===== config.mk =====
export PLATFORM = sky130hd
export DESIGN_NAME = condUnit
export DESIGN_NICKNAME = d
export VERILOG_FILES = /design/src/rtl/condUnitPkg.sv /design/src/rtl/condCtrl.sv /design/src/rtl/condPath.sv /design/src/rtl/condUnit.sv
export SDC_FILE = /design/constraint.sdc
export NUM_CORES = 1
export LEC_CHECK = 0
export ABC_AREA = 0
export BUFFER_PORTS_ARGS = -buffer_cell sky130_fd_sc_hd__buf_2
export CAP_MARGIN = 20
export CORE_MARGIN = 3
export CORE_UTILIZATION = 38
export CTS_BUF_LIST = sky130_fd_sc_hd__clkbuf_8
export CTS_CLUSTER_DIAMETER = 200
export DETAILED_ROUTE_END_ITERATION = 7
export PLACE_DENSITY = 0.82
export SYNTH_ARGS = -nofsm -noshare
export SYNTH_HDL_FRONTEND = slang
export SYNTH_SLANG_ARGS = --single-unit

===== constraint.sdc =====
create_clock -name clk -period 2.08 [get_ports clk]
set_input_delay 0.208 -clock clk [delete_from_list [all_inputs] [get_ports clk]]
set_output_delay 0.208 -clock clk [all_outputs]
set_load 0.05 [all_outputs]

===== src/rtl/condUnitPkg.sv =====
package condUnitPkg;
  localparam int CODE_W   = 4;
  localparam int NUM_COND = 7;
  localparam logic [CODE_W-1:0] OP_CMOV = 4'h2;
  localparam logic [CODE_W-1:0] OP_JUMP = 4'h7;
  localparam logic [CODE_W-1:0] OP_CALL = 4'h8;
  localparam logic [CODE_W-1:0] OP_RET  = 4'h9;

  typedef struct packed {
    logic useTarget;
    logic useReturn;
    logic condHit;
    logic funcBad;
    logic cancelWrite;
  } strobe_t;
endpackage


===== src/rtl/condCtrl.sv =====
module condCtrl
  import condUnitPkg::*;
(
  input  logic [CODE_W-1:0] opCode,
  input  logic [CODE_W-1:0] funCode,
  input  logic              zf,
  input  logic              sf,
  input  logic              of,
  output strobe_t           strobes
);
  function automatic logic condTerm(input int idx, input logic z, input logic s, input logic o);
    logic lt;
    lt = s ^ o;
    case (idx)
      0:       condTerm = 1'b1;
      1:       condTerm = lt | z;
      2:       condTerm = lt;
      3:       condTerm = z;
      4:       condTerm = ~z;
      5:       condTerm = ~lt;
      6:       condTerm = ~(lt | z);
      default: condTerm = 1'b0;
    endcase
  endfunction

  logic [NUM_COND-1:0] condVec;
  logic                condSel;
  logic                inRange;
  logic                isCond;

  for (genvar k = 0; k < NUM_COND; k++) begin : g_cond
    assign condVec[k] = condTerm(k, zf, sf, of);
  end

  assign inRange = (funCode < CODE_W'(NUM_COND));
  assign isCond  = (opCode == OP_CMOV) || (opCode == OP_JUMP);

  always_comb begin
    condSel = 1'b0;
    for (int k = 0; k < NUM_COND; k++) begin
      if (funCode == k[CODE_W-1:0]) condSel = condVec[k];
    end
  end

  always_comb begin
    strobes.condHit     = isCond & condSel;
    strobes.funcBad     = isCond & ~inRange;
    strobes.useTarget   = ((opCode == OP_JUMP) & condSel) | (opCode == OP_CALL);
    strobes.useReturn   = (opCode == OP_RET);
    strobes.cancelWrite = (opCode == OP_CMOV) & ~condSel;
  end
endmodule


===== src/rtl/condPath.sv =====
module condPath
  import condUnitPkg::*;
#(
  parameter int ADDR_W = 32,
  parameter int REG_W  = 4
) (
  input  logic              clk,
  input  logic              rstN,
  input  strobe_t           strobes,
  input  logic [ADDR_W-1:0] valC,
  input  logic [ADDR_W-1:0] valM,
  input  logic [ADDR_W-1:0] valP,
  input  logic [REG_W-1:0]  rB,
  output logic              condOut,
  output logic              funcBad,
  output logic [ADDR_W-1:0] nextPc,
  output logic [REG_W-1:0]  dstReg
);
  localparam logic [REG_W-1:0] NO_REG = '1;

  logic [ADDR_W-1:0] pcNext;
  logic [REG_W-1:0]  regNext;

  always_comb begin
    if (strobes.useReturn)      pcNext = valM;
    else if (strobes.useTarget) pcNext = valC;
    else                        pcNext = valP;
    regNext = strobes.cancelWrite ? NO_REG : rB;
  end

  always_ff @(posedge clk) begin
    if (!rstN) begin
      condOut <= 1'b0;
      funcBad <= 1'b0;
      nextPc  <= '0;
      dstReg  <= NO_REG;
    end else begin
      condOut <= strobes.condHit;
      funcBad <= strobes.funcBad;
      nextPc  <= pcNext;
      dstReg  <= regNext;
    end
  end
endmodule


===== src/rtl/condUnit.sv =====
module condUnit
  import condUnitPkg::*;
#(
  parameter int ADDR_W = 32,
  parameter int REG_W  = 4
) (
  input  logic              clk,
  input  logic              rstN,
  input  logic [3:0]        opCode,
  input  logic [3:0]        funCode,
  input  logic              zf,
  input  logic              sf,
  input  logic              of,
  input  logic [ADDR_W-1:0] valC,
  input  logic [ADDR_W-1:0] valM,
  input  logic [ADDR_W-1:0] valP,
  input  logic [REG_W-1:0]  rB,
  output logic              condOut,
  output logic              funcBad,
  output logic [ADDR_W-1:0] nextPc,
  output logic [REG_W-1:0]  dstReg
);
  strobe_t strobes;

  condCtrl u_ctrl (
    .opCode(opCode), .funCode(funCode), .zf(zf), .sf(sf), .of(of), .strobes(strobes)
  );

  condPath #(.ADDR_W(ADDR_W), .REG_W(REG_W)) u_path (
    .clk(clk), .rstN(rstN), .strobes(strobes), .valC(valC), .valM(valM), .valP(valP),
    .rB(rB), .condOut(condOut), .funcBad(funcBad), .nextPc(nextPc), .dstReg(dstReg)
  );
endmodule


# Yosys cells after proc, flatten, opt, wreduce, memory -nomap -nowiden
# Index checks and enable logic that the tools add are counted.
# word_totals
register_bits	38
word_cells	40
ramBits	0
n_memories	0
out_inout_bits	38
input_bits	113
romBits	0
latchBits	0
# classes
reduce_logical	3
n_mul	0
muxes	9
n_bitwise	13
addsub	0
order_cmp	1
eq_ne	10
shifts	0
div_mod_pow	0
# ops
cell	n
$mux 32	2
$eq 4x3->1 const B	4
$eq 4x2->1 const B	3
$eq 4x4->1 const B	2
$mux 1	7
$not 1->1	6
$and 1x1->1	4
$eq 4x1->1 const B	1
$logic_not 4->1	1
$lt 4x3->1 const B	1
$or 1x1->1	2
$reduce_or 2->1	1
$logic_or 1x1->1	1
$xor 1x1->1	1

# Depth between registers and ports, before layout
# Gate-level depths: netlist (run 1).
# logic_depth
ltp_word	12
mapped_depth	7
depth_no_buf	6

# Hierarchy
# From an unflattened synthesis (run 1), not the netlist that was laid out.
# unflattened
cells_unflattened	175
area_unflattened_um2	2107.0
# by_module_without_submodules
module	area_each_um2	cells_per_inst	n_inst	seq_area_each_um2
condPath	1940.6	155	1	760.7
condCtrl	166.4	20	1	0.0

# Worst setup path after synthesis (run 1)
# OpenSTA, ideal clock, no wires.
# synth_timing
path_type	input-to-reg
startpoint	input port of
endpoint	register u_path.nextPc[0]
setup_ns	0.133
t_arrival_ns	1.557
path_slack_ns	0.391
path_buffers	1
required_ns	1.947
cell_stages	7
path_cell_list	xor2_1 > o221ai_1 > nor4_2 > a41oi_4 > buf_6 > mux2i_1 > a21oi_1
# synth_via
elab_chain_len	12
elab_cells_between_ends	14
cone_classes	mux: 8; bitwise: 6
# synth_lines
item	line_no	text
start, declared	condUnit.sv:13	input logic of,
$xor 1x1->1 *	condCtrl.sv:13	lt = s ^ o;
$or 1x1->1	condCtrl.sv:16, condCtrl.sv:21	
$mux 1 (5 in a row)	condCtrl.sv:41	if (funCode == k[CODE_W-1:0]) condSel = condVec[k];
$mux 1 *	condCtrl.sv:41	
$and 1x1->1 *	condCtrl.sv:48	strobes.useTarget = ((opCode == OP_JUMP) & condSel) | (opCode == OP_CALL);
$or 1x1->1 *	condCtrl.sv:48	
$mux 32 *	condPath.sv:26	else if (strobes.useTarget) pcNext = valC;
$mux 32 *	condPath.sv:25	if (strobes.useReturn) pcNext = valM;
end signal, assigned	condPath.sv:40	nextPc <= pcNext;
end, declared	condPath.sv:16	output logic [ADDR_W-1:0] nextPc,
# Mark *: on every way between the ends. The rest lies on a longest branch, timed or not.
# A chain may end at the register's enable or synchronous reset.

# Final worst setup path (run 1)
# Same ends and word-level chain as after synthesis.

==> impl_metrics.env, run 1 <==
export IMPL_clock_path_buffers=2
export IMPL_switching_share_pct=30.4
export IMPL_rows=23
export IMPL_dpl_hpwl_um=3620
export IMPL_setup_tns_final_ps=0
export IMPL_criticalPathCategory="in -> reg"
export IMPL_crit_required_ps=2230
export IMPL_hold_buffers=0
export IMPL_postSynthCellCount=175
export IMPL_hp_class="in -> reg"
export IMPL_vias_per_cell=4.77
export IMPL_htreeDepth=2
export IMPL_synth_seq_cells=38
export IMPL_ys_warnings_count=0
export IMPL_cts_setup_buffers=0
export IMPL_worst_pin_slew_ps=505
export IMPL_start_util_pct=40.6
export IMPL_antenna_found_initial=0
export IMPL_nNetsFinal=436
export IMPL_syn_to_final_growth_pct=52.9
export IMPL_numCtsBuffers=5
export IMPL_grt_total_usage_pct=16.9
export IMPL_cts_sinks=38
export IMPL_setup_violations=0
export IMPL_insertedDiodeCount=0
export IMPL_placed_cell_area_mm2=0.00247
export IMPL_fp_dieW_um=72.3
export IMPL_drtAntennaViolNets=0
export IMPL_min_period_ps=1710
export IMPL_pwr_share_seq_pct=45.6
export IMPL_fin_crit_sh_pct=82.0
export IMPL_slew_viol_final=0
export IMPL_rsz0062_at_grt="false"
export IMPL_core_mm2=0.00412
export IMPL_worstPathArrival_ps=1860
export IMPL_worstSetupStartpointType="primary input"
export IMPL_leakage_nw=1.45
export IMPL_drc=0
export IMPL_grt_pass1_wl_um=7130
export IMPL_place_gp_congestion=0.694
export IMPL_die_h_um=72.3
export IMPL_drv_cap=0
export IMPL_crit_fanout=16
export IMPL_drive_gt1_share_pct=52.5
export IMPL_grt_start_max_net_pins=36
export IMPL_wl_per_cell_um=12.2
export IMPL_power_frac_clock_pct=27.6
export IMPL_intPower_mw=1.20
export IMPL_endpoint_kind="flip-flop"
export IMPL_switchingPower_uw=525
export IMPL_holdWs_ps=123
export IMPL_fmax_ghz=0.586
export IMPL_ys_types=23
export IMPL_p_per_area_mw_per_mm2=676
export IMPL_synth_fp_nets=288
export IMPL_drt_pass1_iterations=4
export IMPL_die_area_mm2=0.00523
export IMPL_p_comb_share_pct=26.9
export IMPL_io_pins=151
export IMPL_clk_pin_slew_ps=70
export IMPL_ctsResizeCount=0
export IMPL_overflow=0
export IMPL_max_slew_margin_pct=66.3
export IMPL_yosysSeqAreaShare_pct=45.5
export IMPL_syn_area_mm2=0.00167
export IMPL_via_count=1774
export IMPL_drt_iter0_markers=48
export IMPL_drt_wl_total_um=4530
export IMPL_grt_pass1_vias=1728
export IMPL_port_buffers=150
export IMPL_outcome="completed"
export IMPL_hold_viol_final=0
export IMPL_design_area_mm2=0.00255
export IMPL_root_buffer="clkbuf_8"
export IMPL_syn_avg_cell_area_um2=9.54
export IMPL_cts_tree="yes"
export IMPL_ir_drop_mv=0.327
==> final cells by class <==
cell class	count	area, µm²
Fill cell	375	1560
Tap cell	50	62.6
Clock buffer	6	82.6
Timing Repair Buffer	154	806
Sequential cell	38	761
Multi-Input combinational cell	124	842
==> cells in the final DEF, fill, tap and decap left out, types with 2 or more instances in the layout <==
cell,n
nor2_1,5
clkbuf_8,6
buf_12,2
mux2i_1,32
or2_2,4
nand2_1,3
dfxtp_1,38
o21ai_0,33
nor2b_1,2
nand3b_1,2
buf_4,2
buf_2,150
a21oi_1,32
==> cells in the mapped netlist <==
library cell	number	area, µm²
buf_1	1	3.75
and4_2	1	10.0
a41oi_4	1	27.5
nand3_1	2	10.0
a31oi_1	1	6.26
and3b_2	1	10.0
a21oi_1	32	160
or2_2	4	25.0
nor4_1	1	6.26
dfxtp_1	38	761
xnor2_1	1	8.76
nor2_1	5	18.8
nand2_1	3	11.3
nor2b_1	2	12.5
xor2_1	1	8.76
o221ai_1	1	8.76
nor4_2	1	12.5
buf_2	1	5.00
clkbuf_1	8	30.0
o21ai_0	33	165
nand3b_1	2	15.0
buf_6	3	33.8
mux2i_1	32	320
==> routing by layer <==
layer | wire length (µm) | part of all wire, % | track usage (%)
met4 | 65 | 1.4 | 5.64
met2 | 2310 | 51 | 31.2
met3 | 510 | 11 | 5.12
met5 | 0 | 0 | 0
met1 | 1640 | 36 | 18.1
==> per-stage QoR <==
stage	utilization, %	setup WS, ps	std cells	total power [mW]
floorplan	-	391	175	1.10
global placement	60.0	202	366	1.26
detailed placement	60.0	76.2	366	1.27
finish	62.1	374	372	1.73
CTS	62.1	376	372	1.75
global route	62.1	311	372	1.81
==> power by group through the flow <==
stage | registers (mW) | clock network [mW] | logic [mW]
finish | 0.786 | 0.476 | 0.464
global route | 0.790 | 0.520 | 0.501
CTS | 0.787 | 0.500 | 0.468
detailed placement | 0.803 | 0 | 0.468
global placement | 0.802 | 0 | 0.460
floorplan | 0.980 | 0 | 0.117
==> critical path: stages <==
cell and delay (ps):
buf_2 100, xor2_1 240, o221ai_1 190, nor4_2 460
a41oi_4 200, buf_12 200, mux2i_1 170, a21oi_1 90
==> sequential cells by signal, indices dropped and copies added (netlist names) <==
name and count:
u_path.funcBad 1, u_path.condOut 1, u_path.nextPc 32, u_path.dstReg 4
==> logic make-up (layout without fill, tap and decap cells) <==
kind of cell	count (synthesis)	after routing	share of synthesized area, %
muxes	32	32	19.2
DFF	38	38	45.5
and+or+nand+nor	22	22	7.86
buffers and inverters	13	160	4.34
AOI/OAI and AO/OA	68	68	22.0
xor gates and xnor gates	2	2	1.05
==> final timing paths <==
| path | endpoint | start | cells after the start | slack (ps) |
|---|---|---|---|---|
| max | u_path.nextPc[0] | of | 8 | 370 |
| min | u_path.dstReg[2] | rB[2] | 2 | 120 |
Note: power is estimated with default switching activity, not from simulation.
==> run 2: changes to the inputs <==
--- a/config.mk
+++ b/config.mk
@@ -5,15 +5,15 @@
 export SDC_FILE = /design/constraint.sdc
 export NUM_CORES = 1
 export LEC_CHECK = 0
-export ABC_AREA = 0
+export ABC_AREA = 1
 export BUFFER_PORTS_ARGS = -buffer_cell sky130_fd_sc_hd__buf_2
 export CAP_MARGIN = 20
 export CORE_MARGIN = 3
-export CORE_UTILIZATION = 38
+export CORE_UTILIZATION = 41
 export CTS_BUF_LIST = sky130_fd_sc_hd__clkbuf_8
 export CTS_CLUSTER_DIAMETER = 200
 export DETAILED_ROUTE_END_ITERATION = 7
-export PLACE_DENSITY = 0.82
+export PLACE_DENSITY = 0.79
 export SYNTH_ARGS = -nofsm -noshare
 export SYNTH_HDL_FRONTEND = slang
 export SYNTH_SLANG_ARGS = --single-unit
==> constraint.sdc (replaced) <==
create_clock -name clk -period 1.5 [get_ports clk]
set_input_delay 0.15 -clock clk [delete_from_list [all_inputs] [get_ports clk]]
set_output_delay 0.15 -clock clk [all_outputs]
set_load 0.05 [all_outputs]
==> impl_metrics.env, run 2 <==
export IMPL_synth_top_cell_area_share_pct=29.5
export IMPL_final_common_cell="buf_2"
export IMPL_syn_avg_cell_area_um2=7.78
export IMPL_setup_tns_final_ps=0
export IMPL_cts_sinks=38
export IMPL_overflow=0
export IMPL_synthSimpleGateAreaFrac_pct=44.3
export IMPL_crit_fanout=16
export IMPL_hp_class="in -> reg"
export IMPL_cts_setup_buffers=0
export IMPL_rsz0062_at_grt="false"
export IMPL_drt_iter0_markers=77
export IMPL_root_buffer="clkbuf_8"
export IMPL_antenna_found_initial=0
export IMPL_ir_drop_mv=0.363
export IMPL_numCtsBuffers=5
export IMPL_synth_flop_cell="dfxtp_1"
export IMPL_clk_pin_slew_ps=70
export IMPL_outcome="completed"
export IMPL_start_util_pct=43.0
export IMPL_pwr_share_seq_pct=42.7
export IMPL_synthMuxAreaShare_pct=0
export IMPL_via_count=2495
export IMPL_grt_pass1_vias=2421
export IMPL_hold_buffers=0
export IMPL_top_regs="u_path.nextPc x32, u_path.dstReg x4"
export IMPL_die_h_um=85.3
export IMPL_min_period_ps=1180
export IMPL_synth_seq_cells=38
export IMPL_worstPathArrival_ps=1360
export IMPL_yosysTopAreaCell="dfxtp_1"
export IMPL_grt_util_met1_pct=19.5
export IMPL_drv_cap=0
export IMPL_port_buffers=150
export IMPL_top_register="u_path.nextPc"
export IMPL_setup_violations=0
export IMPL_power_frac_clock_pct=24.8
export IMPL_intPower_mw=1.68
export IMPL_grt_start_max_net_pins=35
export IMPL_crit_path_top_delay_cell="buf_4"
export IMPL_die_area_mm2=0.00727
export IMPL_hold_viol_final=0
export IMPL_ctsResizeCount=0
export IMPL_p_per_area_mw_per_mm2=752
export IMPL_synth_compound_area_share_pct=7.63
export IMPL_met2_usage_pct=32.3
export IMPL_fin_util_pct=57.0
export IMPL_crit_required_ps=1680
export IMPL_place_gp_congestion=0.775
export IMPL_grtUsageMet3_pct=2.82
export IMPL_drive_gt1_share_pct=52.5
export IMPL_fp_dieW_um=85.3
export IMPL_insertedDiodeCount=0
export IMPL_synth_top_family_by_area="simple AND/OR/NAND/NOR gates"
export IMPL_synthArstFlopShare_pct=0
export IMPL_postSynthCellCount=331
export IMPL_crit_chain="buf_2, inv_1, nand2_1, nor2_1, nand3_1, nand3_4, nand3_4, buf_4, nand3_1, nand3_2, nand2_1, inv_1"
export IMPL_nNetsFinal=591
export IMPL_worst_pin_slew_ps=424
export IMPL_leakage_nw=2.31
export IMPL_slowest_delay_ps=220
export IMPL_drt_pass1_iterations=4
export IMPL_cts_tree="yes"
export IMPL_final_cell_mix="buf_2 (150), inv_1 (59), nand2_1 (51)"
export IMPL_core_mm2=0.00599
export IMPL_rows=28
export IMPL_dpl_hpwl_um=5040
export IMPL_dp_cells=546
export IMPL_drt_wl_total_um=6340
export IMPL_holdWs_ps=46.6
export IMPL_endpoint_kind="flip-flop"
export IMPL_criticalPathCategory="in -> reg"
export IMPL_yosys_cell_count_top_type="inv_1"
export IMPL_fmax_ghz=0.845
export IMPL_largest_register_ffs=32
export IMPL_fin_cells=553
export IMPL_synthXorXnorAreaFrac_pct=0
export IMPL_worstSetupStartpointType="primary input"
export IMPL_syn_to_final_growth_pct=32.6
export IMPL_grt_total_usage_pct=17.1
export IMPL_p_comb_share_pct=32.6
export IMPL_drtAntennaViolNets=0
export IMPL_vias_per_cell=4.51
export IMPL_wl_per_cell_um=11.5
export IMPL_syn_area_mm2=0.00258
export IMPL_yosysSeqAreaShare_pct=29.5
export IMPL_synth_area_leaders="dfxtp_1 (30%), nand2_4 (14%), nand3_2 (12%), inv_1 (8.3%), nand2_1 (7.4%)"
export IMPL_synth_fp_nets=444
export IMPL_grt_pass1_wl_um=10200
export IMPL_num_fill_cells=580
export IMPL_io_pins=151
export IMPL_busiest_layer="met2"
export IMPL_clock_path_buffers=2
export IMPL_switchingPower_uw=892
export IMPL_fin_crit_sh_pct=78.9
export IMPL_synth_enable_flop_cells=0
export IMPL_ys_types=23
export IMPL_switching_share_pct=34.7
export IMPL_yosys_top_cells_count="inv_1 (57), nand2_1 (51), dfxtp_1 (38), nand3_1 (36), o21ai_0 (33)"
export IMPL_drc=0
export IMPL_ys_warnings_count=0
export IMPL_synthAdderAreaFrac_pct=0
export IMPL_slew_viol_final=0
export IMPL_htreeDepth=2
export IMPL_hold_depth=3
export IMPL_max_slew_margin_pct=71.5
## run 2: cell types whose count changed in the layout (fill, tap and decap cells not counted), moves of 4 or more
cell and change:
nand2_1 +48, nand2_4 +31, nand3_1 +35, nand3_2 +30
or2_2 -4, mux2i_1 -32, inv_1 +59, inv_2 +19
a21oi_1 -32
## run 2: layout make-up
cell class	instances	area, µm²	area share, %
multi-input combinational	199	1340	39.2
sequential	38	761	22.3
clock buffer	5	68.8	2.01
clock inverter	2	7.51	0.220
timing repair buffer	158	861	25.2
inverter	76	285	8.35
tap	75	93.8	2.75
## run 2: cells by family after synthesis
group / Yosys count
flops: 38
simple gates: 162
buf+inv: 94
compound gates: 37
## run 2: metal layers
| metal | part of all wire, % | routed length [µm] |
|---|---|---|
| met5 | 0 | 0 |
| met1 | 40 | 2520 |
| met4 | 0.79 | 50 |
| met2 | 52 | 3320 |
| met3 | 7.0 | 443 |
## run 2: power by group through the flow
stage                     combinational [mW]  sequential, mW  clock (mW)
after floorplan                        0.313            1.37           0
after global placement                 0.826            1.12           0
after detailed placement               0.843            1.12           0
after CTS                              0.845            1.10       0.677
after global routing                   0.910            1.10       0.708
final                                  0.837            1.10       0.636
## run 2: critical path, delay by kind of cell
kind / cells / cell delay, ps
buffers and inverters: 4 / 420
and+or+nand+nor: 8 / 790
## run 2: path summary, 6_finish.rpt
check                      start           endpoint  slack [ps]
worst max-delay path  funCode[3]  u_path.nextPc[10]         320
worst min-delay path       rB[1]   u_path.dstReg[1]          50
## run 2: through the flow
| stage | power, mW | cell area [µm²] | setup slack [ps] |
|---|---|---|---|
| final | 2.57 | 3420 | 316 |
| after global routing | 2.72 | 3420 | 194 |
| after CTS | 2.62 | 3420 | 349 |
| after detailed placement | 1.96 | 3340 | 45.1 |
| after global placement | 1.94 | 3340 | 93.5 |
| after floorplan | 1.68 | 2580 | 298 |
==> run 3: changes to the inputs <==
--- a/config.mk
+++ b/config.mk
@@ -9,11 +9,11 @@
 export BUFFER_PORTS_ARGS = -buffer_cell sky130_fd_sc_hd__buf_2
 export CAP_MARGIN = 20
 export CORE_MARGIN = 3
-export CORE_UTILIZATION = 41
+export CORE_UTILIZATION = 45
 export CTS_BUF_LIST = sky130_fd_sc_hd__clkbuf_8
 export CTS_CLUSTER_DIAMETER = 200
 export DETAILED_ROUTE_END_ITERATION = 7
-export PLACE_DENSITY = 0.79
+export PLACE_DENSITY = 0.82
 export SYNTH_ARGS = -nofsm -noshare
 export SYNTH_HDL_FRONTEND = slang
 export SYNTH_SLANG_ARGS = --single-unit
==> constraint.sdc (replaced) <==
create_clock -name clk -period 1.2 [get_ports clk]
set_input_delay 0.12 -clock clk [delete_from_list [all_inputs] [get_ports clk]]
set_output_delay 0.12 -clock clk [all_outputs]
set_load 0.05 [all_outputs]
==> impl_metrics.env, run 3 (synthesized netlist as in run 2, its figures left out) <==
export IMPL_outcome="completed"
export IMPL_cts_sinks=38
export IMPL_vias_per_cell=4.65
export IMPL_leakage_nw=2.40
export IMPL_p_per_area_mw_per_mm2=919
export IMPL_crit_fanout=8
export IMPL_cts_tree="yes"
export IMPL_intPower_mw=2.13
export IMPL_drtAntennaViolNets=0
export IMPL_drt_pass1_iterations=5
export IMPL_power_frac_clock_pct=25.1
export IMPL_grt_pass1_wl_um=10600
export IMPL_hp_class="in -> reg"
export IMPL_max_slew_margin_pct=75.8
export IMPL_io_pins=151
export IMPL_fin_ws_ps=73.1
export IMPL_final_common_cell="buf_2"
export IMPL_place_gp_congestion=0.847
export IMPL_grt_total_usage_pct=19.9
export IMPL_grt_start_max_net_pins=34
export IMPL_antenna_found_initial=0
export IMPL_numCtsBuffers=5
export IMPL_port_buffers=150
export IMPL_fin_crit_sh_pct=93.9
export IMPL_insertedDiodeCount=0
export IMPL_pwr_share_seq_pct=41.5
export IMPL_worstPathArrival_ps=1320
export IMPL_drt_wl_total_um=6840
export IMPL_place_ws_ps=-272
export IMPL_drive_gt1_share_pct=55.6
export IMPL_crit_required_ps=1390
export IMPL_final_cell_mix="buf_2 (150), inv_1 (57), nand2_1 (49)"
export IMPL_clock_path_buffers=2
export IMPL_largest_register_ffs=32
export IMPL_p_comb_share_pct=33.4
export IMPL_hold_viol_final=0
export IMPL_top_register="u_path.nextPc"
export IMPL_drv_cap=0
export IMPL_endpoint_kind="flip-flop"
export IMPL_grt_util_met1_pct=21.0
export IMPL_syn_to_final_growth_pct=39.2
export IMPL_drc=0
export IMPL_fp_dieW_um=81.7
export IMPL_busiest_layer="met2"
export IMPL_worstSetupStartpointType="primary input"
export IMPL_criticalPathCategory="in -> reg"
export IMPL_setup_violations=0
export IMPL_die_area_mm2=0.00667
export IMPL_slew_viol_final=0
export IMPL_switching_share_pct=35.4
export IMPL_wl_per_cell_um=12.2
export IMPL_htreeDepth=2
export IMPL_top_regs="u_path.nextPc x32, u_path.dstReg x4"
export IMPL_clk_pin_slew_ps=70
export IMPL_report_power_total_mw=3.30
export IMPL_fmax_ghz=0.887
export IMPL_core_mm2=0.00534
export IMPL_drt_iter0_markers=47
export IMPL_worst_pin_slew_ps=360
export IMPL_grtUsageMet3_pct=3.73
export IMPL_cts_setup_buffers=0
export IMPL_overflow=0
export IMPL_start_util_pct=48.3
export IMPL_nNetsFinal=604
export IMPL_via_count=2608
export IMPL_min_period_ps=1130
export IMPL_root_buffer="clkbuf_8"
export IMPL_switchingPower_mw=1.17
export IMPL_grt_pass1_vias=2580
export IMPL_rows=26
export IMPL_met2_usage_pct=38.7
export IMPL_ir_drop_mv=0.438
export IMPL_dpl_hpwl_um=5440
export IMPL_die_h_um=81.7
==> run 3: cell count changes in the layout (fill, tap and decap cells not counted), moves of 2 or more <==
cell / before / now
buf_4: 4 / 12
nor2_1: 6 / 2
clkbuf_16: 0 / 2
inv_2: 19 / 21
nor2_2: 0 / 4
nand2_1: 51 / 49
buf_6: 0 / 2
inv_1: 59 / 57
==> run 3: path summary, 6_finish.rpt <==
kind / from / endpoint / slack (ps) / cells after the start
setup / recovery: zf / u_path.nextPc[13] / 70 / 14
hold / removal: rB[1] / u_path.dstReg[1] / 9 / 3
==> run 3: per-layer routing <==
| layer | vias to the layer above | routed length [µm] |
|---|---|---|
| met5 | - | 0 |
| met4 | 0 | 106 |
| met3 | 10 | 515 |
| met2 | 98 | 3630 |
| met1 | 1169 | 2590 |
| li1 | 1331 | - |
==> run 3: through the flow <==
stage	TNS, ps	cell area [µm²]	utilization (%)	hold slack [ps]	std cells
final	0	3590	67.2	8.76	561
after global routing	-5.90	3590	67.2	28.0	561
after global placement	-4530	3430	64.3	297	552
after CTS	0	3500	65.7	3.49	559
after detailed placement	-8070	3430	64.3	307	552
after floorplan	0	2580	-	213	331
==> run 3: cell type report <==
type                       instances  area [µm²]
inverter                          76         285
clock buffer                       5        68.8
clock inverter                     2        7.51
timing repair buffer             171        1010
tap                               70        87.6
sequential                        38         761
fill                             457        1750
multi-input combinational        199        1360
==> run 3: what timing repair did <==
item	4_1_cts	5_1_grt
gates resized for setup	0	12
setup endpoints to repair	0	32
hold buffers	0	0
endpoints found under the hold margin	0	0
==> run 3: power groups by stage <==
stage	Sequential, mW	Clock (mW)	Combinational [mW]
2_1_floorplan	1.71	0	0.391
3_3_place_gp	1.40	0	1.06
3_5_place_dp	1.40	0	1.09
4_1_cts	1.37	0.858	1.09
5_1_grt	1.38	0.900	1.19
6_report	1.37	0.827	1.10
==> run 3: worst max-delay path, cell delays in order <==
cell and delay, ps:
buf_2 110, inv_1 100, nand3_1 80, nand2_1 60, nand2_1 60, nand2_2 80, nand3_4 70, nand3_4 110
nand2_8 110, clkbuf_16 190, nand2_4 60, nand3_2 60, nand2_1 60, inv_1 30
